$ cat src/rtl/byte_mailbox.sv
module byte_mailbox #(
  parameter int DEPTH  = 64,
  parameter int CH_IDX = 1
) (
  input  logic        clk,
  input  logic        rst_n,
  input  logic        bus_wr,
  input  logic        bus_rd,
  input  logic [1:0]  bus_win,
  input  logic [7:0]  bus_addr,
  input  logic [31:0] bus_wdata,
  output logic [31:0] bus_rdata,
  output logic [7:0]  txs_data,
  output logic        txs_valid,
  input  logic        txs_ready,
  input  logic [7:0]  rxs_data,
  input  logic        rxs_valid,
  output logic        rxs_ready,
  output logic        irq
);
  localparam int AW = $clog2(DEPTH);
  localparam int CW = AW + 1;
  localparam int FB = 2 * CH_IDX;
  localparam logic [CW-1:0] FULL = CW'(DEPTH);
  localparam logic [1:0] WIN_CFG = 2'd0, WIN_DATA = 2'd1, WIN_IRQ = 2'd2;

  logic [7:0]    txm [DEPTH];
  logic [7:0]    rxm [DEPTH];
  logic [AW-1:0] tx_wp, tx_rp, rx_wp, rx_rp;
  logic [CW-1:0] tx_cnt, rx_cnt, tx_thr, rx_thr;
  logic [1:0]    mask, flag, cond, clr;
  logic [2:0]    push_req, pop_sel, push_n, take_n, pop_n;
  logic [31:0]   peek;

  wire dwin     = bus_win == WIN_DATA;
  wire [CW-1:0] tx_free = FULL - tx_cnt;
  wire tx_pop   = txs_valid & txs_ready;
  wire rx_push  = rxs_valid & rxs_ready;

  assign txs_valid = tx_cnt != '0;
  assign txs_data  = txm[tx_rp];
  assign rxs_ready = rx_cnt != FULL;
  assign cond      = {rx_cnt >= rx_thr, tx_free >= tx_thr};
  assign clr       = (bus_wr && bus_win == WIN_IRQ && bus_addr == 8'h04) ? bus_wdata[FB +: 2] : 2'b00;
  assign irq       = |(flag & mask);

  always_comb begin
    push_req = 3'd0;
    if (bus_wr && dwin)
      case (bus_addr)
        8'h04:   push_req = 3'd1;
        8'h08:   push_req = 3'd2;
        8'h0C:   push_req = 3'd3;
        8'h10:   push_req = 3'd4;
        default: push_req = 3'd0;
      endcase
    case (bus_addr)
      8'h1C:   pop_sel = 3'd1;
      8'h20:   pop_sel = 3'd2;
      8'h24:   pop_sel = 3'd3;
      8'h28:   pop_sel = 3'd4;
      default: pop_sel = 3'd0;
    endcase
  end

  assign push_n = (CW'(push_req) > tx_free) ? tx_free[2:0] : push_req;
  assign take_n = (CW'(pop_sel) > rx_cnt) ? rx_cnt[2:0] : pop_sel;
  assign pop_n  = (bus_rd && dwin) ? take_n : 3'd0;

  always_comb begin
    for (int k = 0; k < 4; k++)
      peek[8*k +: 8] = (k < int'(take_n)) ? rxm[rx_rp + AW'(k)] : 8'h00;
  end

  always_comb begin
    bus_rdata = '0;
    case (bus_win)
      WIN_CFG:
        case (bus_addr)
          8'h00:   bus_rdata = 32'(tx_thr);
          8'h04:   bus_rdata = 32'(rx_thr);
          default: bus_rdata = '0;
        endcase
      WIN_DATA:
        case (bus_addr)
          8'h14:               bus_rdata = 32'(tx_free);
          8'h2C:               bus_rdata = 32'(rx_cnt);
          8'h1C, 8'h20, 8'h24: bus_rdata = {peek[23:0], 5'd0, take_n};
          8'h28:               bus_rdata = peek;
          default:             bus_rdata = '0;
        endcase
      WIN_IRQ:
        case (bus_addr)
          8'h00:   bus_rdata = 32'(mask) << FB;
          8'h04:   bus_rdata = 32'(flag) << FB;
          default: bus_rdata = '0;
        endcase
      default: bus_rdata = '0;
    endcase
  end

  always_ff @(posedge clk) begin
    for (int k = 0; k < 4; k++)
      if (k < int'(push_n)) txm[tx_wp + AW'(k)] <= bus_wdata[8*k +: 8];
    if (rx_push) rxm[rx_wp] <= rxs_data;
  end

  always_ff @(posedge clk) begin
    if (!rst_n) begin
      tx_wp <= '0; tx_rp <= '0; tx_cnt <= '0;
      rx_wp <= '0; rx_rp <= '0; rx_cnt <= '0;
      tx_thr <= FULL; rx_thr <= CW'(1);
      mask <= 2'b00; flag <= 2'b00;
    end else begin
      tx_wp  <= tx_wp + AW'(push_n);
      tx_rp  <= tx_rp + AW'(tx_pop);
      tx_cnt <= tx_cnt + CW'(push_n) - CW'(tx_pop);
      rx_wp  <= rx_wp + AW'(rx_push);
      rx_rp  <= rx_rp + AW'(pop_n);
      rx_cnt <= rx_cnt + CW'(rx_push) - CW'(pop_n);
      flag   <= (flag & ~clr) | cond;
      if (bus_wr && bus_win == WIN_CFG && bus_addr == 8'h00) tx_thr <= bus_wdata[CW-1:0];
      if (bus_wr && bus_win == WIN_CFG && bus_addr == 8'h04) rx_thr <= bus_wdata[CW-1:0];
      if (bus_wr && bus_win == WIN_IRQ && bus_addr == 8'h00) mask <= bus_wdata[FB +: 2];
    end
  end

  AST_TX_BOUND: assert property (@(posedge clk) disable iff (!rst_n) tx_cnt <= FULL);
  AST_RX_FULL_STALL: assert property (@(posedge clk) disable iff (!rst_n) (rx_cnt == FULL) |-> !rxs_ready);
  AST_TX_HOLD: assert property (@(posedge clk) disable iff (!rst_n) (txs_valid && !txs_ready) |=> (txs_valid && $stable(txs_data)));
  AST_TX_FLAG_CAUSE: assert property (@(posedge clk) disable iff (!rst_n) $rose(flag[0]) |-> $past(cond[0]));
  AST_RX_FLAG_CAUSE: assert property (@(posedge clk) disable iff (!rst_n) $rose(flag[1]) |-> $past(cond[1]));
  AST_POP_COUNT: assert property (@(posedge clk) disable iff (!rst_n) (bus_rd && dwin && pop_sel != 3'd0) |-> (take_n <= pop_sel));
endmodule

$ cat config.mk
export PLATFORM = sky130hd
export DESIGN_NAME = byte_mailbox
export DESIGN_NICKNAME = d
export VERILOG_FILES = /design/src/rtl/byte_mailbox.sv
export SDC_FILE = /design/constraint.sdc
export NUM_CORES = 2
export LEC_CHECK = 0
export BUFFER_PORTS_ARGS = -buffer_cell sky130_fd_sc_hd__buf_2
export CAP_MARGIN = 10
export CORE_MARGIN = 5
export CORE_UTILIZATION = 30
export DETAILED_ROUTE_END_ITERATION = 6
export PLACE_DENSITY_LB_ADDON = 0.05
export RECOVER_POWER = 50
export SLEW_MARGIN = 30
export SYNTH_ARGS = -nofsm -noshare
export SYNTH_HDL_FRONTEND = slang
export SYNTH_SLANG_ARGS = --single-unit
export TNS_END_PERCENT = 5
$ cat constraint.sdc
create_clock -name clk -period 6.4 [get_ports clk]
set_clock_uncertainty 0.15 [all_clocks]
set_input_delay 0.32 -clock clk [delete_from_list [all_inputs] [get_ports clk]]
set_output_delay 0.32 -clock clk [all_outputs]
set_load 0.02 [all_outputs]
==> metrics <==
reg2reg end txm[10][4]; Clock Tree Buf Depth 3; Hold Path End rx_rp[0]; H-tree levels 4; via count 57633; CP Launch Point bus_win[0]; syn_nets 5903; mapped cell area between 70000 and 80000 um2; drt wl/cell 38.5 um; layout cells sized above 1 29.5%; XOR/XNOR Fraction of Synth Area 0.582%; CP arrival 6.46 ns; initial antenna violation count 11; overall routed net length 349000 um; # setup viols final 0; first-pass GRT wire length 479000 um; fraction of registers with async set/reset 0%; Final Instance Area 83400 um2; Max Clk Rate 0.162 GHz; Lkg Pwr 26.5 nW; Iter 0 DRT Violations 6947; Crit Path Max Fanout 29; number of global-route vias before repair 55897; final period utilization 96.5%; pre-CTS setup slack -0.00913 ns; Residual DRC 0; syn_area_per_cell 12.7 um2; drt first pass iters 6; worst slew pin tran roughly 3.3 ns; final slew viol count 572; CP Launch Type primary input; Port Buf Inserts 98; vias per inst 6.36; starting density of the core 30.1%; global route total overflow 0; Cell Rows 182; CTS tree yes; antenna-violating nets left 0; RSZ-0062 raised after global routing no; dpl cells between 8000 and 9000; Post-synth EDFFs 1024; slew margin rel. -119%; main combinational cell family by area after synthesis multiplexers; worst skew pair latency roughly 0.82 ns; r2r worst-path depth 16; pwr dens 247 nW/um2; status finished with violations; Synth Area in Simple Gates 7.44%; Seq/Total Area, Yosys between 40% and 50%; area post-placement approximately 79000 um2; Ys Warns 0; Main synth FF type edfxtp_1; crit-path cells dlygate4sd3_1 -> buf_2 -> nor2b_1 -> nand2_1 -> nor3_1 -> ha_1 -> nor2b_1 -> o21ai_0 -> a211o_1 -> buf_4 -> nor3_1 -> buf_4 -> nor2_4 -> buf_4 -> clkinv_1 -> nand4_1 -> o21a_1 -> o211ai_1; worst vdd ir 0.000214 V; crit path capture type flip-flop; postcts setup bufs 0; Synth Register Bits 1080; Layout area overhead 13.2%; post-synthesis compound-gate area fraction 12.5%; clock root buffer master clkbuf_16; Final WS setup 0.225 ns; final hold vios 0; CTS buffer count between 100 and 150; Hold Buf Count CTS 20; Worst R2R Setup Slack 0.49 ns; Critical R2R Launch tx_cnt[0]; cell mode on critical path buf_4; mux cell area share after synthesis 31.4%; hold path start bus_rd; Cell variety after synth 94; Core Area 245000 um2; worst endpoint required time 6.68 ns; Slowest-stage cell, CP nor3_1; Min Hold Slack around 0.057 ns; violated checks capacitance limit, slew limit; sink count of the clock tree 1080; hpwl dp about 240000 um; max_cap viols 18; Die ar. 256000 um2; Nets 5836; post-layout util 34.0%; non-filler cells, final roughly 9100; RePlAce Congestion 0.994; post_cts resized 0; Synth area leader edfxtp_1; Hold Path Class primary input to flip-flop; cell count after synthesis 5783; critical path class primary input to flip-flop; largest net degree at the start of global routing approximately 110; Reg area 31900 um2; die width 506 um; Reg clk slew, reported paths 0.06 ns; area share of the leading cell type in the synthesized netlist 41.7%; WHS Path Cells 5; crit path time final roughly 6 ns; die height 506 um; fillers 23928; Total GRT Usage 26.5%; CP max stage delay slightly below 0.6 ns; post-synthesis adder-cell area fraction 1.13%; I/O pin cnt 99; Area contributors post-synth edfxtp_1, mux4_2, mux2i_1, o22ai_1, mux2_2; footprint of the multi-input gates 39400 um2
==> layer usage <==
layer | share of wire [%] | vias to the layer above | global-route usage (%)
li1 | - | 23550 | -
met1 | 40 | 30402 | 33.7
met2 | 48 | 2937 | 43.7
met3 | 6.5 | 736 | 4.53
met4 | 6.0 | 8 | 13.2
met5 | 0.015 | - | 0
==> flip-flops by register name, summed over array words and instances, names as in the netlist <==
register  count
tx_thr        7
tx_rp         6
mask          2
rx_cnt        7
rx_thr        7
rxm         512
tx_wp         6
tx_cnt        7
txm         512
flag          2
rx_wp         6
rx_rp         6
==> cell usage after synthesis (all sizes together), types with 67 or more instances <==
library cell and number:
edfxtp 1024, mux4 774, clkbuf 447, o22ai 445, nor2 418, a21oi 360, nand2 310, mux2i 295
mux2 242, buf 195, o21ai 166, nand3 110, and2 78, o221ai 67
==> where the power goes <==
group | switching, mW | internal [mW]
combinational | 2.80 | 1.54
clock | 3.46 | 4.78
sequential | 0.170 | 7.83
==> worst max-delay path: cells and delay by family <==
| kind | cells | cell delay [ns] |
|---|---|---|
| simple gates | 7 | 2.00 |
| buf+inv | 6 | 2.29 |
| fa+ha+maj | 1 | 0.36 |
| compound gates | 4 | 1.41 |
==> metrics by stage <==
step	total power, mW	TNS (ns)
floorplan	10.5	0
global placement	12.4	0
detailed placement	12.4	-0.0718
CTS	20.8	0
global route	21.3	0
finish	20.6	0
==> worst max path at each step <==
stage               slack, ns  cells past startpoint       endpoint
floorplan                1.35                     20      rx_cnt[6]
global placement         0.06                     16     txm[10][6]
detailed placement     -0.009                     16     txm[10][4]
CTS                      0.41                     11  bus_rdata[22]
global route             0.12                     18     txm[10][4]
finish                   0.22                     18     txm[10][4]
==> layout by cell type, fill, tap and decap left out, types with 30 or more instances in the layout <==
cell,synthesis,final
and2_1,75,66
o22ai_1,445,445
buf_4,5,254
inv_1,64,64
nand3_1,109,109
nand2_1,310,310
and3_1,30,30
clkinv_1,2,31
dfxtp_1,56,47
o221ai_1,67,65
ha_1,60,58
edfxtp_1,1024,1024
o211ai_1,30,30
a211oi_1,32,32
a22oi_1,63,62
clkbuf_1,446,89
nor2_1,417,410
buf_2,84,67
a21oi_1,355,352
mux4_2,774,774
mux2_2,242,242
nor3_1,57,46
mux2i_1,294,293
o21ai_0,161,156
nand4_1,32,32
clkbuf_16,0,152
==> logic make-up after synthesis <==
kind of cell             Yosys count
AO/OA/AOI/OAI                   1389
multiplexers                    1311
AND/OR/NAND/NOR                 1181
flip-flops                      1080
buffers and inverters            709
adder cells (fa/ha/maj)           64
XOR/XNOR                          49
==> final cells by class <==
| class | instances | share of cell area (%) |
|---|---|---|
| tap | 3220 | 4.83 |
| sequential | 1080 | 38.2 |
| multi-input combinational | 3994 | 47.2 |
| clock buffer | 184 | 4.73 |
| antenna | 6 | 0.0180 |
| timing repair buffer | 425 | 3.74 |
| inverter | 67 | 0.301 |
| clock inverter | 90 | 0.928 |
Power figures use the tool's default switching activity.
